$ cat src/rtl/bgs_pkg.sv
package bgs_pkg;
  typedef enum logic [1:0] {ST_RUN, ST_LOCK, ST_AHB, ST_HALT} seqState_t;

  typedef struct packed {
    logic kill;       // force every drive low
    logic ahb;        // half-bridge pattern active
    logic legBFault;  // faulted leg is leg B
    logic sample;     // capture commands this cycle
  } seqCtl_t;
endpackage

$ cat src/rtl/bgs_ctrl.sv
module bgs_ctrl
  import bgs_pkg::*;
#(
  parameter int LOCK_CYC = 16
) (
  input  logic       clk,
  input  logic       rstN,
  input  logic [2:0] faultCode,
  input  logic       periodEnd,
  output seqCtl_t    ctl
);
  localparam int LW = $clog2(LOCK_CYC + 1);

  seqState_t      state;
  logic [2:0]     codeQ;
  logic [LW-1:0]  lockCnt;
  logic           lockDone, codeValid;

  assign lockDone  = lockCnt >= LW'(LOCK_CYC - 1);
  assign codeValid = (codeQ >= 3'd1) && (codeQ <= 3'd4);

  always_ff @(posedge clk) begin
    if (!rstN) begin
      state   <= ST_RUN;
      codeQ   <= '0;
      lockCnt <= '0;
    end else begin
      case (state)
        ST_RUN: if (faultCode != 3'd0) begin
          state   <= ST_LOCK;
          codeQ   <= faultCode;
          lockCnt <= '0;
        end
        ST_LOCK: begin
          if (lockCnt != LW'(LOCK_CYC)) lockCnt <= lockCnt + 1'b1;
          if (lockDone && periodEnd) state <= codeValid ? ST_AHB : ST_HALT;
        end
        default: state <= state;
      endcase
    end
  end

  always_comb begin
    ctl.kill      = (state == ST_RUN && faultCode != 3'd0) ||
                    state == ST_LOCK || state == ST_HALT;
    ctl.ahb       = (state == ST_AHB);
    ctl.legBFault = (codeQ == 3'd3) || (codeQ == 3'd4);
    ctl.sample    = periodEnd;
  end
endmodule

$ cat src/rtl/bgs_deadtime.sv
module bgs_deadtime #(
  parameter int DEAD = 4
) (
  input  logic       clk,
  input  logic       rstN,
  input  logic [1:0] req,   // [0] high side, [1] low side
  output logic [1:0] gate
);
  localparam int DW = $clog2(DEAD + 2);

  logic [1:0]    prevReq;
  logic [DW-1:0] holdCnt, nextCnt;

  always_comb begin
    if (req != prevReq)                nextCnt = DW'(1);
    else if (holdCnt == DW'(DEAD + 1)) nextCnt = holdCnt;
    else                               nextCnt = holdCnt + 1'b1;
  end

  always_ff @(posedge clk) begin
    if (!rstN) begin
      prevReq <= '0;
      holdCnt <= DW'(DEAD + 1);
      gate    <= '0;
    end else begin
      prevReq <= req;
      holdCnt <= nextCnt;
      gate    <= (nextCnt <= DW'(DEAD)) ? 2'b00 : req;
    end
  end
endmodule

$ cat src/rtl/bgs_datapath.sv
module bgs_datapath
  import bgs_pkg::*;
#(
  parameter int PERIOD = 100,
  parameter int DEAD   = 4
) (
  input  logic                      clk,
  input  logic                      rstN,
  input  seqCtl_t                   ctl,
  input  logic [$clog2(PERIOD)-1:0] phaseCmd,
  input  logic [$clog2(PERIOD)-1:0] boostDuty,
  output logic                      periodEnd,
  output logic [3:0]                gates,
  output logic                      boostGate
);
  localparam int CW = $clog2(PERIOD);
  localparam logic [CW-1:0] HALF    = CW'(PERIOD / 2);
  localparam logic [CW-1:0] DUTYMAX = CW'(PERIOD / 2 - 1);

  logic [CW-1:0] cnt, phQ, dutyQ, cntH;
  logic [CW:0]   shifted;
  logic          refHigh, bHigh;
  logic [1:0]    legReq [2];
  logic [1:0]    legGate [2];

  assign periodEnd = (cnt == CW'(PERIOD - 1));

  always_ff @(posedge clk) begin
    if (!rstN) begin
      cnt   <= '0;
      phQ   <= '0;
      dutyQ <= '0;
    end else begin
      cnt <= periodEnd ? '0 : cnt + 1'b1;
      if (ctl.sample) begin
        phQ   <= (phaseCmd > HALF) ? HALF : phaseCmd;
        dutyQ <= (boostDuty > DUTYMAX) ? DUTYMAX : boostDuty;
      end
    end
  end

  always_comb begin
    refHigh = cnt < HALF;
    if (cnt >= phQ) shifted = {1'b0, cnt} - {1'b0, phQ};
    else            shifted = {1'b0, cnt} + (CW+1)'(PERIOD) - {1'b0, phQ};
    bHigh = shifted < {1'b0, HALF};
    cntH  = refHigh ? cnt : cnt - HALF;

    if (ctl.kill) begin
      legReq[0] = 2'b00;
      legReq[1] = 2'b00;
    end else if (ctl.ahb) begin
      legReq[0] = ctl.legBFault ? {~refHigh, refHigh} : 2'b00;
      legReq[1] = ctl.legBFault ? 2'b00 : {~refHigh, refHigh};
    end else begin
      legReq[0] = {~refHigh, refHigh};
      legReq[1] = {~bHigh, bHigh};
    end
  end

  for (genvar g = 0; g < 2; g++) begin : g_leg
    bgs_deadtime #(.DEAD(DEAD)) i_dt (
      .clk (clk),
      .rstN(rstN),
      .req (legReq[g]),
      .gate(legGate[g])
    );
    assign gates[2*g +: 2] = legGate[g];
  end

  always_ff @(posedge clk) begin
    if (!rstN) boostGate <= 1'b0;
    else       boostGate <= !ctl.kill && ctl.ahb && (cntH < dutyQ);
  end
endmodule

$ cat src/rtl/bridge_gate_seq.sv
module bridge_gate_seq
  import bgs_pkg::*;
#(
  parameter int PERIOD   = 100,
  parameter int DEAD     = 4,
  parameter int LOCK_CYC = 16
) (
  input  logic                      clk,
  input  logic                      rstN,
  input  logic [$clog2(PERIOD)-1:0] phaseCmd,
  input  logic [$clog2(PERIOD)-1:0] boostDuty,
  input  logic [2:0]                faultCode,
  output logic [3:0]                gates,
  output logic                      boostGate
);
  seqCtl_t ctl;
  logic    periodEnd;

  bgs_ctrl #(.LOCK_CYC(LOCK_CYC)) i_ctrl (
    .clk(clk), .rstN(rstN), .faultCode(faultCode),
    .periodEnd(periodEnd), .ctl(ctl)
  );

  bgs_datapath #(.PERIOD(PERIOD), .DEAD(DEAD)) i_dp (
    .clk(clk), .rstN(rstN), .ctl(ctl), .phaseCmd(phaseCmd),
    .boostDuty(boostDuty), .periodEnd(periodEnd),
    .gates(gates), .boostGate(boostGate)
  );
endmodule

$ cat config.mk
export PLATFORM = sky130hd
export DESIGN_NAME = bridge_gate_seq
export DESIGN_NICKNAME = d
export VERILOG_FILES = /design/src/rtl/bgs_pkg.sv /design/src/rtl/bgs_ctrl.sv /design/src/rtl/bgs_deadtime.sv /design/src/rtl/bgs_datapath.sv /design/src/rtl/bridge_gate_seq.sv
export SDC_FILE = /design/constraint.sdc
export NUM_CORES = 1
export LEC_CHECK = 0
export ABC_AREA = 1
export BUFFER_PORTS_ARGS = -buffer_cell sky130_fd_sc_hd__buf_2
export CAP_MARGIN = 0
export CORE_MARGIN = 5
export CORE_UTILIZATION = 45
export CTS_BUF_LIST = sky130_fd_sc_hd__clkbuf_8
export CTS_CLUSTER_SIZE = 16
export DETAILED_ROUTE_END_ITERATION = 8
export PLACE_DENSITY = 0.72
export SLEW_MARGIN = 15
export SYNTH_ARGS = -nofsm -noshare
export SYNTH_HDL_FRONTEND = slang
export SYNTH_HIERARCHICAL = 1
export SYNTH_SLANG_ARGS = --single-unit
export TNS_END_PERCENT = 100
$ cat constraint.sdc
create_clock -name clk -period 3.4 [get_ports clk]
set_input_delay 0 -clock clk [delete_from_list [all_inputs] [get_ports clk]]
set_output_delay 0 -clock clk [all_outputs]
set_load 0.01 [all_outputs]
### After elaboration in Yosys (flattened, before gate mapping)

Index checks and enable logic that the tools add are counted.
Widths: inputs -> output; s select.

* latch bits: 0
* output and inout port bits: 5
* memories kept: 0
* bits in writable memories: 0
* memory bits (read-only): 0
* input port bits: 19
* flip-flop bits (word level): 46
* logic and storage cells: 86

* reduce and logical (&&, ||, !) cells: 18
* add/sub/neg operators: 8
* bitwise operators: 3
* multiply operators: 0
* div/mod/pow operators: 0
* mux-type cells: 19
* magnitude comparators: 11
* equal/unequal tests: 14
* shift-type cells: 0

Operators with widths (number)
* $mux 7: 3
* $gt 7x6->1 const B: 2
* $mux 3: 4
* $mux 5: 2
* $pmux 5 s2: 1
* $eq 3x3->1 const B: 3
* $le 3x3->1 const B: 3
* $add 7x7->8 const B: 1
* $lt 8x6->1 const B: 1
* $mux 2: 4
* $mux 4: 2
* $mux 8: 1
* $sub 7x7->8: 1
* $sub 8x7->8: 1
* $add 7x1->7 const B: 1
* $eq 7x7->1 const B: 1
* $ge 7x7->1: 1
* $lt 7x6->1 const B: 1
* $lt 7x7->1: 1
* $sub 7x6->7 const B: 1
* $add 3x1->3 const B: 2
* $reduce_and 3->1: 2
* $reduce_or 2->1: 3
* $add 5x1->5 const B: 1
* 19 further kinds: 30

### Logic depth before layout (Yosys ltp)

Gate-level depths: netlist of run 1.

* depth in word-level cells: 11
* gate-level depth with buffers: 26

### Hierarchy

The synthesis of run 1 kept the hierarchy.

By module, submodules not included
* bgs_datapath: cells an instance 283, instances 1, area each 1954.4 um^2, seq. area each 440.4 um^2
* bgs_deadtime: cells an instance 47, instances 2, area each 335.3 um^2, seq. area each 140.1 um^2
* bgs_ctrl: cells an instance 89, instances 1, area each 593.1 um^2, seq. area each 200.2 um^2

### Worst setup path before layout of run 1

No wires, ideal clock.

* path kind: register to register
* from: register i_dp.cnt[2]
* to: register i_dp.g_leg[1].i_dt.gate[0]
* arrival: 2.598 ns
* library setup time: 0.111 ns
* buffers on the path: 0
* slack: 0.691 ns
* data required time: 3.289 ns
* cell stages (with the launch flop): 22
* cell sequence: dfxtp_1 > inv_1 > ha_1 > fa_1 > inv_1 > nand3_1 > nand2_1 > nand2_1 > nand2_1 > nand2_1 > nand2_1 > nor2_1 > nand2_1 > nand3_2 > a21oi_1 > inv_2 > nand2_1 > nand2_2 > nor2_2 > nand3_1 > nand2_1 > nor2_1

RTL lines
* start, declared: line bgs_datapath.sv:20 `logic [CW-1:0] cnt, phQ, dutyQ, cntH;`
* start signal, assigned: line bgs_datapath.sv:34 `cnt <= periodEnd ? '0 : cnt + 1'b1;`
* end signal, assigned: line bgs_deadtime.sv:28 `gate <= (nextCnt <= DW'(DEAD)) ? 2'b00 : req;`
* end, declared: line bgs_deadtime.sv:7 `output logic [1:0] gate`

==> results_dict.tcl, run 1 <==
set metrics [dict create \
    cts_setup_buffers 0 \
    wl_met3_um 215 \
    syn_area_per_cell_um2 6.91 \
    die_h_um 94.6 \
    max_slew.worst_pin.slew_ns 0.484 \
    synth_compound_area_frac 0.0925 \
    seq_area_frac_synth 0.286 \
    worstSkewPairLatency_ns 0.30 \
    grt_max_degree 23 \
    slew_headroom 0.674 \
    layout_min_cycle_time_ns 2.99 \
    fin_ws_ns 0.407 \
    crit_chain "inv_1 > ha_1 > fa_1 > inv_1 > nand3_1 > nand2_1 > nand2_1 > nand2_1 > nand2_1 > nand2_1 > nor2_1 > nand2_1 > nand3_2 > a21oi_1 > inv_2 > nand2_1 > nand2_2 > nor2_2 > nand3_1 > nand2_1 > nor2_1" \
    status "complete, no violations" \
    place.gp.congestion 0.924 \
    critPathRequiredTime_ns 3.60 \
    fin_util 0.528 \
    io_buffers 23 \
    nets 559 \
    slowest_stage "dfxtp_1" \
    min_path_cells 3 \
    syn2layout_area_growth_pct 12.8 \
    ff2ff_path_depth 21 \
    max_cap_viol_count 0 \
    synth_top_family_by_area "simple AND/OR/NAND/NOR gates" \
    dieArea_um2 8940 \
    synth.cell_area_um2 3220 \
    critPathLaunchType "flip-flop" \
    cp-end-kind "flip-flop" \
    synth_mux_area_frac 0 \
    drcViolationCount 0 \
    fmax_mhz 334 \
    slew_violations 0 \
    hold_class "primary input to flip-flop" \
    hold_violations 0 \
    skew_ns 0.0139 \
    io_pins 24 \
    synth_edf_count 0 \
    htree_levels 2 \
    synth-seq-cells 46 \
    ir_drop_mv 0.191 \
    row_count 30 \
    cts_tree "done" \
    die_w_um 94.6 \
    ys_warn_count 6 \
    period_share 0.880 \
    cts_root_buffer "clkbuf_8" \
    start_util 0.468 \
    highest_layer "met4" \
    setup_viol 0 \
    drt_first_iter_violations 144 \
    fin_area_um2 3630 \
    drive_gt1_frac 0.145 \
    worstPathMaxFanout 8 \
    grt_setup_unrepaired "no" \
    r2r_slack_ns 0.41 \
    max_stage_delay_ns 0.49 \
    cp.arrival_ns 3.20 \
    async_reset_ff_frac 0 \
    yosys.area_share.simple 0.329 \
    clk_pin_slew_worst_paths_ns 0.09 \
    grt_use_total 0.166 \
    setup_tns_ns 0 \
    detailed_place_hpwl_um 5380 \
    placed_cell_area_um2 3430 \
    ys_types 43 \
    total_power_mw 1.32 \
    hold-path-endpoint "i_dp/phQ[5]" \
    post-place-ws_ns 0.410 \
    cts.path.max_buffers 2 \
    antenna_cells 0 \
    core_area_um2 6870 \
    via_count 2868 \
    wl_met2_um 3130 \
    grt_pass1_wl_um 11900 \
    first_pass_iters 4 \
    synthCells 466 \
    critPathKind "flip-flop to flip-flop" \
    routed_wl_um 6770 \
    hold_path_startpoint "phaseCmd[5]" \
    grt_pass1_vias 2797 \
    synthXorXnorAreaFrac 0.0191 \
    wl_per_cell_um 11.3 \
    fin_worst_hold_slack_ns 0.0197 \
    gr-total-overflow 0 \
    p_leak_nw 1.78 \
    cpMostUsedCell "nand2_1" \
    cts_sinks 46 \
    rr_startpoint "i_dp/cnt[2]" \
    fin_cells 600 \
    n_fill_cell 672 \
    antenna_found_initial 0 \
    synthesis.nets 522 \
    cellPowerDensity_nw_per_um2 365 \
    cts_inserted_buffers 5 \
    ys.flop_type "dfxtp_1" \
    wl_met1_um 3320 \
    viasPerCell 4.78 \
    place_inst 581 \
    rr_endpoint "i_dp/g_leg[1].i_dt/gate[0]" \
    ant_nets 0 \
    synthAdderAreaFrac 0.156 \
]
[kinds of logic (layout without fill, tap and decap cells)]
logic type | Yosys count | count (layout)
compound gates | 47 | 47
xor+xnor | 7 | 7
fa+ha+maj | 37 | 37
flops | 46 | 46
buf+inv | 97 | 135
simple gates | 232 | 232
[cell usage after synthesis, types with 5 or more instances]
library cell / number / area share
nand2_1: 106 / 0.12
inv_1: 79 / 0.092
nor2_1: 47 / 0.055
dfxtp_1: 46 / 0.29
nand3_1: 34 / 0.053
ha_1: 32 / 0.12
a21oi_1: 19 / 0.030
nand2_2: 11 / 0.021
inv_2: 8 / 0.0093
nor2_2: 7 / 0.014
o21ai_0: 7 / 0.011
xor2_1: 6 / 0.016
fa_1: 5 / 0.031
nand4_1: 5 / 0.0097
nor3_1: 5 / 0.0078
o32ai_1: 5 / 0.014
[worst max-delay path by stage]
stage	endpoint	depth (start not counted)	start
2_1_floorplan	i_dp/g_leg[1].i_dt/gate[0]	21	i_dp/cnt[2]
3_5_place_dp	i_dp/g_leg[1].i_dt/gate[0]	21	i_dp/cnt[2]
3_3_place_gp	i_dp/g_leg[1].i_dt/gate[0]	21	i_dp/cnt[2]
5_1_grt	i_dp/g_leg[1].i_dt/gate[1]	21	i_dp/cnt[2]
4_1_cts	i_dp/g_leg[1].i_dt/gate[0]	21	i_dp/cnt[2]
6_report	i_dp/g_leg[1].i_dt/gate[0]	21	i_dp/cnt[2]
[layer usage]
layer,track usage,up-vias
li1,-,1536
met1,0.210,1290
met2,0.281,36
met3,0.0382,6
met4,0.0481,0
met5,0,-
[cells in the final DEF (no fill, tap or decap), types with 8 or more instances in the layout]
cell	count
nand2_1	106
inv_1	80
nor2_1	47
dfxtp_1	46
nand3_1	34
ha_1	32
buf_2	23
a21oi_1	19
dlygate4sd3_1	11
nand2_2	11
inv_2	8
[power breakdown]
part / total [mW] / internal [mW] / switching (mW)
Sequential: 0.621 / 0.580 / 0.0406
Clock: 0.327 / 0.142 / 0.185
Combinational: 0.376 / 0.154 / 0.221
Total: 1.32 / 0.877 / 0.447
[critical path, delay by kind of cell (launching register included)]
kind                     cells  cell delay, ns
buffers and inverters        3            0.24
flip-flops                   1            0.49
AO/OA/AOI/OAI                1            0.24
AND/OR/NAND/NOR             15            1.06
adder cells (fa/ha/maj)      2            0.86
[repair_timing]
item	4_1_cts	5_1_grt
gates resized for setup	0	0
hold endpoints to repair	11	0
hold buffers	11	0
[sequential cells by signal (all words and copies together), names as in the netlist]
register and cells:
i_dp/g_leg.i_dt/gate 4, i_ctrl/lockCnt 5, i_dp/boostGate 1, i_dp/phQ 7
i_dp/dutyQ 7, i_dp/cnt 7, i_ctrl/codeQ 3, i_dp/g_leg.i_dt/prevReq 4
i_dp/g_leg.i_dt/holdCnt 6, i_ctrl/state 2
[final cells by class]
| type | instances | area [um2] | area share |
|---|---|---|---|
| Clock buffer | 5 | 68.8 | 0.0190 |
| Clock inverter | 3 | 17.5 | 0.00483 |
| Inverter | 92 | 350 | 0.0966 |
| Multi-Input combinational cell | 323 | 1920 | 0.529 |
| Sequential cell | 46 | 921 | 0.254 |
| Tap cell | 96 | 120 | 0.0331 |
| Timing Repair Buffer | 35 | 233 | 0.0641 |
Power figures use the tool's default switching activity.
==> run 2: changes to the inputs <==
CORE_ASPECT_RATIO = 1.1   (was default)
CTS_BUF_LIST = default   (was sky130_fd_sc_hd__clkbuf_8)
TNS_END_PERCENT = 5   (was 100)
==> results_dict.tcl, run 2 (synthesized netlist as in run 1, its figures left out) <==
set metrics [dict create \
    max_stage_delay_ns 0.51 \
    crit_buf_inv 3 \
    hold_class "primary input to flip-flop" \
    wl_per_cell_um 11.6 \
    final_common_cell "nand2_1" \
    clk_pin_slew_worst_paths_ns 0.09 \
    antenna_found_initial 0 \
    crit_chain "inv_1 > ha_1 > fa_1 > inv_1 > nand3_1 > nand2_1 > nand2_1 > nand2_1 > nand2_1 > nand2_1 > nor2_1 > nand2_1 > nand3_2 > a21oi_1 > inv_2 > nand2_1 > nand2_2 > nor2_2 > nand3_1 > nand2_1 > nor2_1" \
    p_leak_nw 1.77 \
    place.gp.congestion 0.866 \
    cts_root_buffer "clkbuf_8" \
    grt_max_degree 23 \
    htree_levels 2 \
    setup_tns_ns 0 \
    grt_pass1_vias 2850 \
    ant_nets 0 \
    worstSkewPairLatency_ns 0.30 \
    status "complete, no violations" \
    cp_top_family "simple AND/OR/NAND/NOR gates" \
    skew_ns 0.00818 \
    critPathLaunchType "flip-flop" \
    fin_area_um2 3600 \
    fin_cells 585 \
    ir_drop_mv 0.209 \
    groute.layer.met3.usage 0.0290 \
    n_fill_cell 673 \
    cpMostUsedCell "nand2_1" \
    placed_cell_area_um2 3420 \
    viasPerCell 5.01 \
    cts-resized-gates 0 \
    cp.arrival_ns 3.27 \
    place_inst 570 \
    hold_violations 0 \
    slew_violations 0 \
    worstPathMaxFanout 8 \
    via_count 2928 \
    core_area_um2 7010 \
    drcViolationCount 0 \
    cellPowerDensity_nw_per_um2 387 \
    grt_pass1_wl_um 11900 \
    fmax_mhz 326 \
    dieArea_um2 8940 \
    row_count 32 \
    layout_min_cycle_time_ns 3.07 \
    max_slew.worst_pin.slew_ns 0.569 \
    post-place-ws_ns 0.369 \
    max_cap_viol_count 0 \
    slowest_stage "dfxtp_1" \
    cts_sinks 46 \
    cts_setup_buffers 0 \
    period_share 0.903 \
    fin_ws_ns 0.331 \
    die_w_um 90.6 \
    slew_headroom 0.617 \
    syn2layout_area_growth_pct 11.8 \
    ctsHoldBuffers 7 \
    io_buffers 23 \
    first_pass_iters 4 \
    drive_gt1_frac 0.146 \
    final_cell_mix "106 x nand2_1, 79 x inv_1, 47 x nor2_1, 46 x dfxtp_1, 34 x nand3_1" \
    grt_use_total 0.157 \
    top_regs "i_dp/cnt: 7 flops, i_dp/dutyQ: 7 flops, i_dp/phQ: 7 flops" \
    cts.path.max_buffers 2 \
    antenna_cells 0 \
    grt_use_met2 0.277 \
    gr-total-overflow 0 \
    critPathRequiredTime_ns 3.61 \
    cp-end-kind "flip-flop" \
    grt_setup_unrepaired "no" \
    critPathKind "flip-flop to flip-flop" \
    top_usage_layer "met2" \
    nets 555 \
    start_util 0.459 \
    die_h_um 98.7 \
    cts_tree "done" \
    met1_usage 0.189 \
    routed_wl_um 6780 \
    setup_viol 0 \
    cts_inserted_buffers 5 \
    drt_first_iter_violations 125 \
    detailed_place_hpwl_um 5420 \
    io_pins 24 \
]
==> run 2: cell count changes in the layout (fill, tap and decap cells not counted) <==
| cell | previous run | this run |
|---|---|---|
| clkinvlp_4 | 0 | 1 |
| clkinv_2 | 3 | 2 |
| clkbuf_1 | 0 | 1 |
| clkinv_4 | 1 | 0 |
| bufinv_16 | 0 | 1 |
| inv_1 | 80 | 79 |
| dlygate4sd3_1 | 11 | 7 |
==> run 2: path summary, 6_finish.rpt <==
path                 start                    endpoint  slack (ns)  depth (start not counted)
min reg2reg  i_dp/dutyQ[6]               i_dp/dutyQ[6]        0.44                          2
max reg2reg    i_dp/cnt[2]  i_dp/g_leg[1].i_dt/gate[0]        0.33                         21
max            i_dp/cnt[2]  i_dp/g_leg[1].i_dt/gate[0]        0.33                         21
min            phaseCmd[3]                 i_dp/phQ[3]        0.01                          3
==> run 2: cell type report <==
cell class	instances	area [um2]	area share
clock buffer	6	72.6	0.0202
clock inverter	2	37.5	0.0104
inverter	92	350	0.0974
multi-input combinational	323	1920	0.533
sequential	46	921	0.256
tap	85	106	0.0296
timing repair buffer	31	193	0.0535
==> run 2: stage by stage <==
| step | hold WS (ns) | util | power (mW) |
|---|---|---|---|
| 2_1_floorplan | 0.0762 | - | 0.915 |
| 3_3_place_gp | 0.269 | 0.488 | 0.983 |
| 3_5_place_dp | 0.273 | 0.488 | 0.995 |
| 4_1_cts | 0.000239 | 0.514 | 1.41 |
| 5_1_grt | 0.0242 | 0.514 | 1.49 |
| 6_report | 0.00999 | 0.514 | 1.39 |
==> run 2: metal layers <==
metal | vias to the layer above | part of all wire
li1 | 1529 | -
met4 | 0 | 0.022
met3 | 14 | 0.039
met1 | 1332 | 0.45
met5 | - | 0
met2 | 53 | 0.49
==> run 2: worst min-delay path: stages <==
cell	delay (ns)
buf_2	0.09
inv_1	0.07
o32ai_1	0.09
==> run 2: power breakdown <==
part | internal, mW | leakage (nW) | switching (mW)
clock network | 0.219 | 0.0514 | 0.186
registers | 0.580 | 0.374 | 0.0399
logic | 0.151 | 1.34 | 0.214
total | 0.951 | 1.77 | 0.440
==> run 3: changes to the inputs <==
clock period = 3.2 ns   (was 3.4 ns; I/O delays follow)
==> results_dict.tcl, run 3 (synthesized netlist as in run 1, its figures left out) <==
set metrics [dict create \
    status "complete, no violations" \
    first_pass_iters 4 \
    layout_min_cycle_time_ns 2.89 \
    max_slew.worst_pin.slew_ns 0.562 \
    setup_tns_ns 0 \
    place.gp.congestion 0.862 \
    grt_max_degree 23 \
    n_fill_cell 675 \
    worstSkewPairLatency_ns 0.30 \
    hold_path_startpoint "boostDuty[4]" \
    setup_viol 0 \
    dieArea_um2 8940 \
    io_buffers 23 \
    die_h_um 98.7 \
    worstPathMaxFanout 4 \
    viasPerCell 4.95 \
    drive_gt1_frac 0.151 \
    min_path_cells 3 \
    fmax_mhz 346 \
    wl_per_cell_um 11.4 \
    grt_pass1_wl_um 12000 \
    fin_worst_hold_slack_ns 0.0207 \
    ff2ff_path_depth 24 \
    die_w_um 90.6 \
    placed_cell_area_um2 3430 \
    gr-total-overflow 0 \
    skew_ns 0.00648 \
    drt_first_iter_violations 166 \
    cp-end-kind "flip-flop" \
    register_area_um2 922 \
    ant_nets 0 \
    period_share 0.904 \
    via_count 2915 \
    cts_root_buffer "clkbuf_8" \
    critPathKind "flip-flop to flip-flop" \
    io_pins 24 \
    slew_violations 0 \
    final_common_cell "nand2_1" \
    critPathRequiredTime_ns 3.41 \
    r2r_slack_ns 0.31 \
    grt_use_total 0.159 \
    hold-path-endpoint "i_dp/dutyQ[4]" \
    slowest_stage "fa_1" \
    clk_pin_slew_worst_paths_ns 0.09 \
    syn2layout_area_growth_pct 12.4 \
    htree_levels 2 \
    fin_ws_ns 0.308 \
    cellPowerDensity_nw_per_um2 390 \
    cp.arrival_ns 3.10 \
    max_cap_viol_count 0 \
    routed_wl_um 6740 \
    slew_headroom 0.622 \
    hold_class "primary input to flip-flop" \
    antenna_cells 0 \
    grt_setup_unrepaired "no" \
    fin_area_um2 3620 \
    row_count 32 \
    cpMostUsedCell "nand2_1" \
    start_util 0.459 \
    cts_tree "done" \
    ir_drop_mv 0.240 \
    hold_violations 0 \
    post-place-ws_ns 0.225 \
    drcViolationCount 0 \
    nets 559 \
    rr_startpoint "i_dp/cnt[0]" \
    cts_setup_buffers 0 \
    crit_chain "inv_1 > ha_1 > inv_1 > ha_1 > inv_1 > fa_1 > inv_1 > nand3_1 > nand2_1 > nand2_1 > nand3_1 > nand2_1 > nor2_1 > nand2_1 > nand3_2 > nand2_2 > nor2_2 > inv_2 > nand2_1 > nand2_2 > nor2_2 > nand3_1 > nand2_1 > nor2_1" \
    antenna_found_initial 0 \
    top_regs "i_dp/cnt: 7 flops, i_dp/dutyQ: 7 flops, i_dp/phQ: 7 flops" \
    total_power_mw 1.41 \
    cts_inserted_buffers 5 \
    rr_endpoint "i_dp/g_leg[1].i_dt/gate[1]" \
    cts.path.max_buffers 2 \
    grt_pass1_vias 2839 \
    final_cell_mix "106 x nand2_1, 79 x inv_1, 47 x nor2_1, 45 x dfxtp_1, 34 x nand3_1" \
    detailed_place_hpwl_um 5300 \
    core_area_um2 7010 \
    critPathLaunchType "flip-flop" \
    multiInputGateArea_um2 1920 \
    cts_sinks 46 \
    p_leak_nw 1.78 \
    max_stage_delay_ns 0.41 \
]
-- run 3: cell count changes in the layout (fill, tap and decap cells not counted), sizes merged --
cell and change:
clkinvlp -1, clkinv +2, dlygate4sd3 +3, buf +1, bufinv -1
-- run 3: metal layers --
metal  global-route usage  up-vias  routed length [um]
met3               0.0244        9                 207
met5                    0        -                   0
met2                0.279       48                3250
li1                     -     1540                   -
met1                0.194     1318                3160
met4               0.0630        0                 116
-- run 3: area by class of cell --
| cell class | count | share of cell area |
|---|---|---|
| multi-input cells | 323 | 0.531 |
| flip-flops and latches | 46 | 0.255 |
| inverters | 92 | 0.0969 |
| repair buffers | 35 | 0.0636 |
| well taps | 85 | 0.0294 |
| clock buffers | 6 | 0.0201 |
| clock inverters | 2 | 0.00380 |
-- run 3: power breakdown --
group,switching [mW],total [mW],internal [mW]
Combinational,0.231,0.396,0.165
Sequential,0.0408,0.658,0.617
Clock,0.204,0.359,0.155
-- run 3: how the worst max path moves through the flow --
stage                      from                    endpoint  slack, ns  cells past startpoint
detailed placement  i_dp/cnt[0]  i_dp/g_leg[1].i_dt/gate[1]       0.22                     24
finish              i_dp/cnt[0]  i_dp/g_leg[1].i_dt/gate[1]       0.31                     24
floorplan           i_dp/cnt[2]  i_dp/g_leg[1].i_dt/gate[0]       0.49                     21
CTS                 i_dp/cnt[0]  i_dp/g_leg[1].i_dt/gate[1]       0.21                     24
global route        i_dp/cnt[0]  i_dp/g_leg[1].i_dt/gate[0]       0.02                     24
global placement    i_dp/cnt[0]  i_dp/g_leg[1].i_dt/gate[0]       0.41                     24
-- run 3: repair_timing --
item,4_1_cts,5_1_grt
endpoints found under the hold margin,10,0
resized for setup,0,2
hold buffers,10,0
setup endpoints to repair,0,4
-- run 3: worst max-delay path, delay by kind of cell (launching register included) --
kind                       cells  cell delay (ns)
DFF                            1             0.36
and+or+nand+nor               16             1.24
adders and majority gates      3             0.80
buffers and inverters          5             0.39
-- run 3: per-stage QoR --
stage | util | instances
after CTS | 0.516 | 589
after floorplan | - | 466
after global routing | 0.516 | 589
after detailed placement | 0.489 | 571
after global placement | 0.489 | 571
final | 0.516 | 589
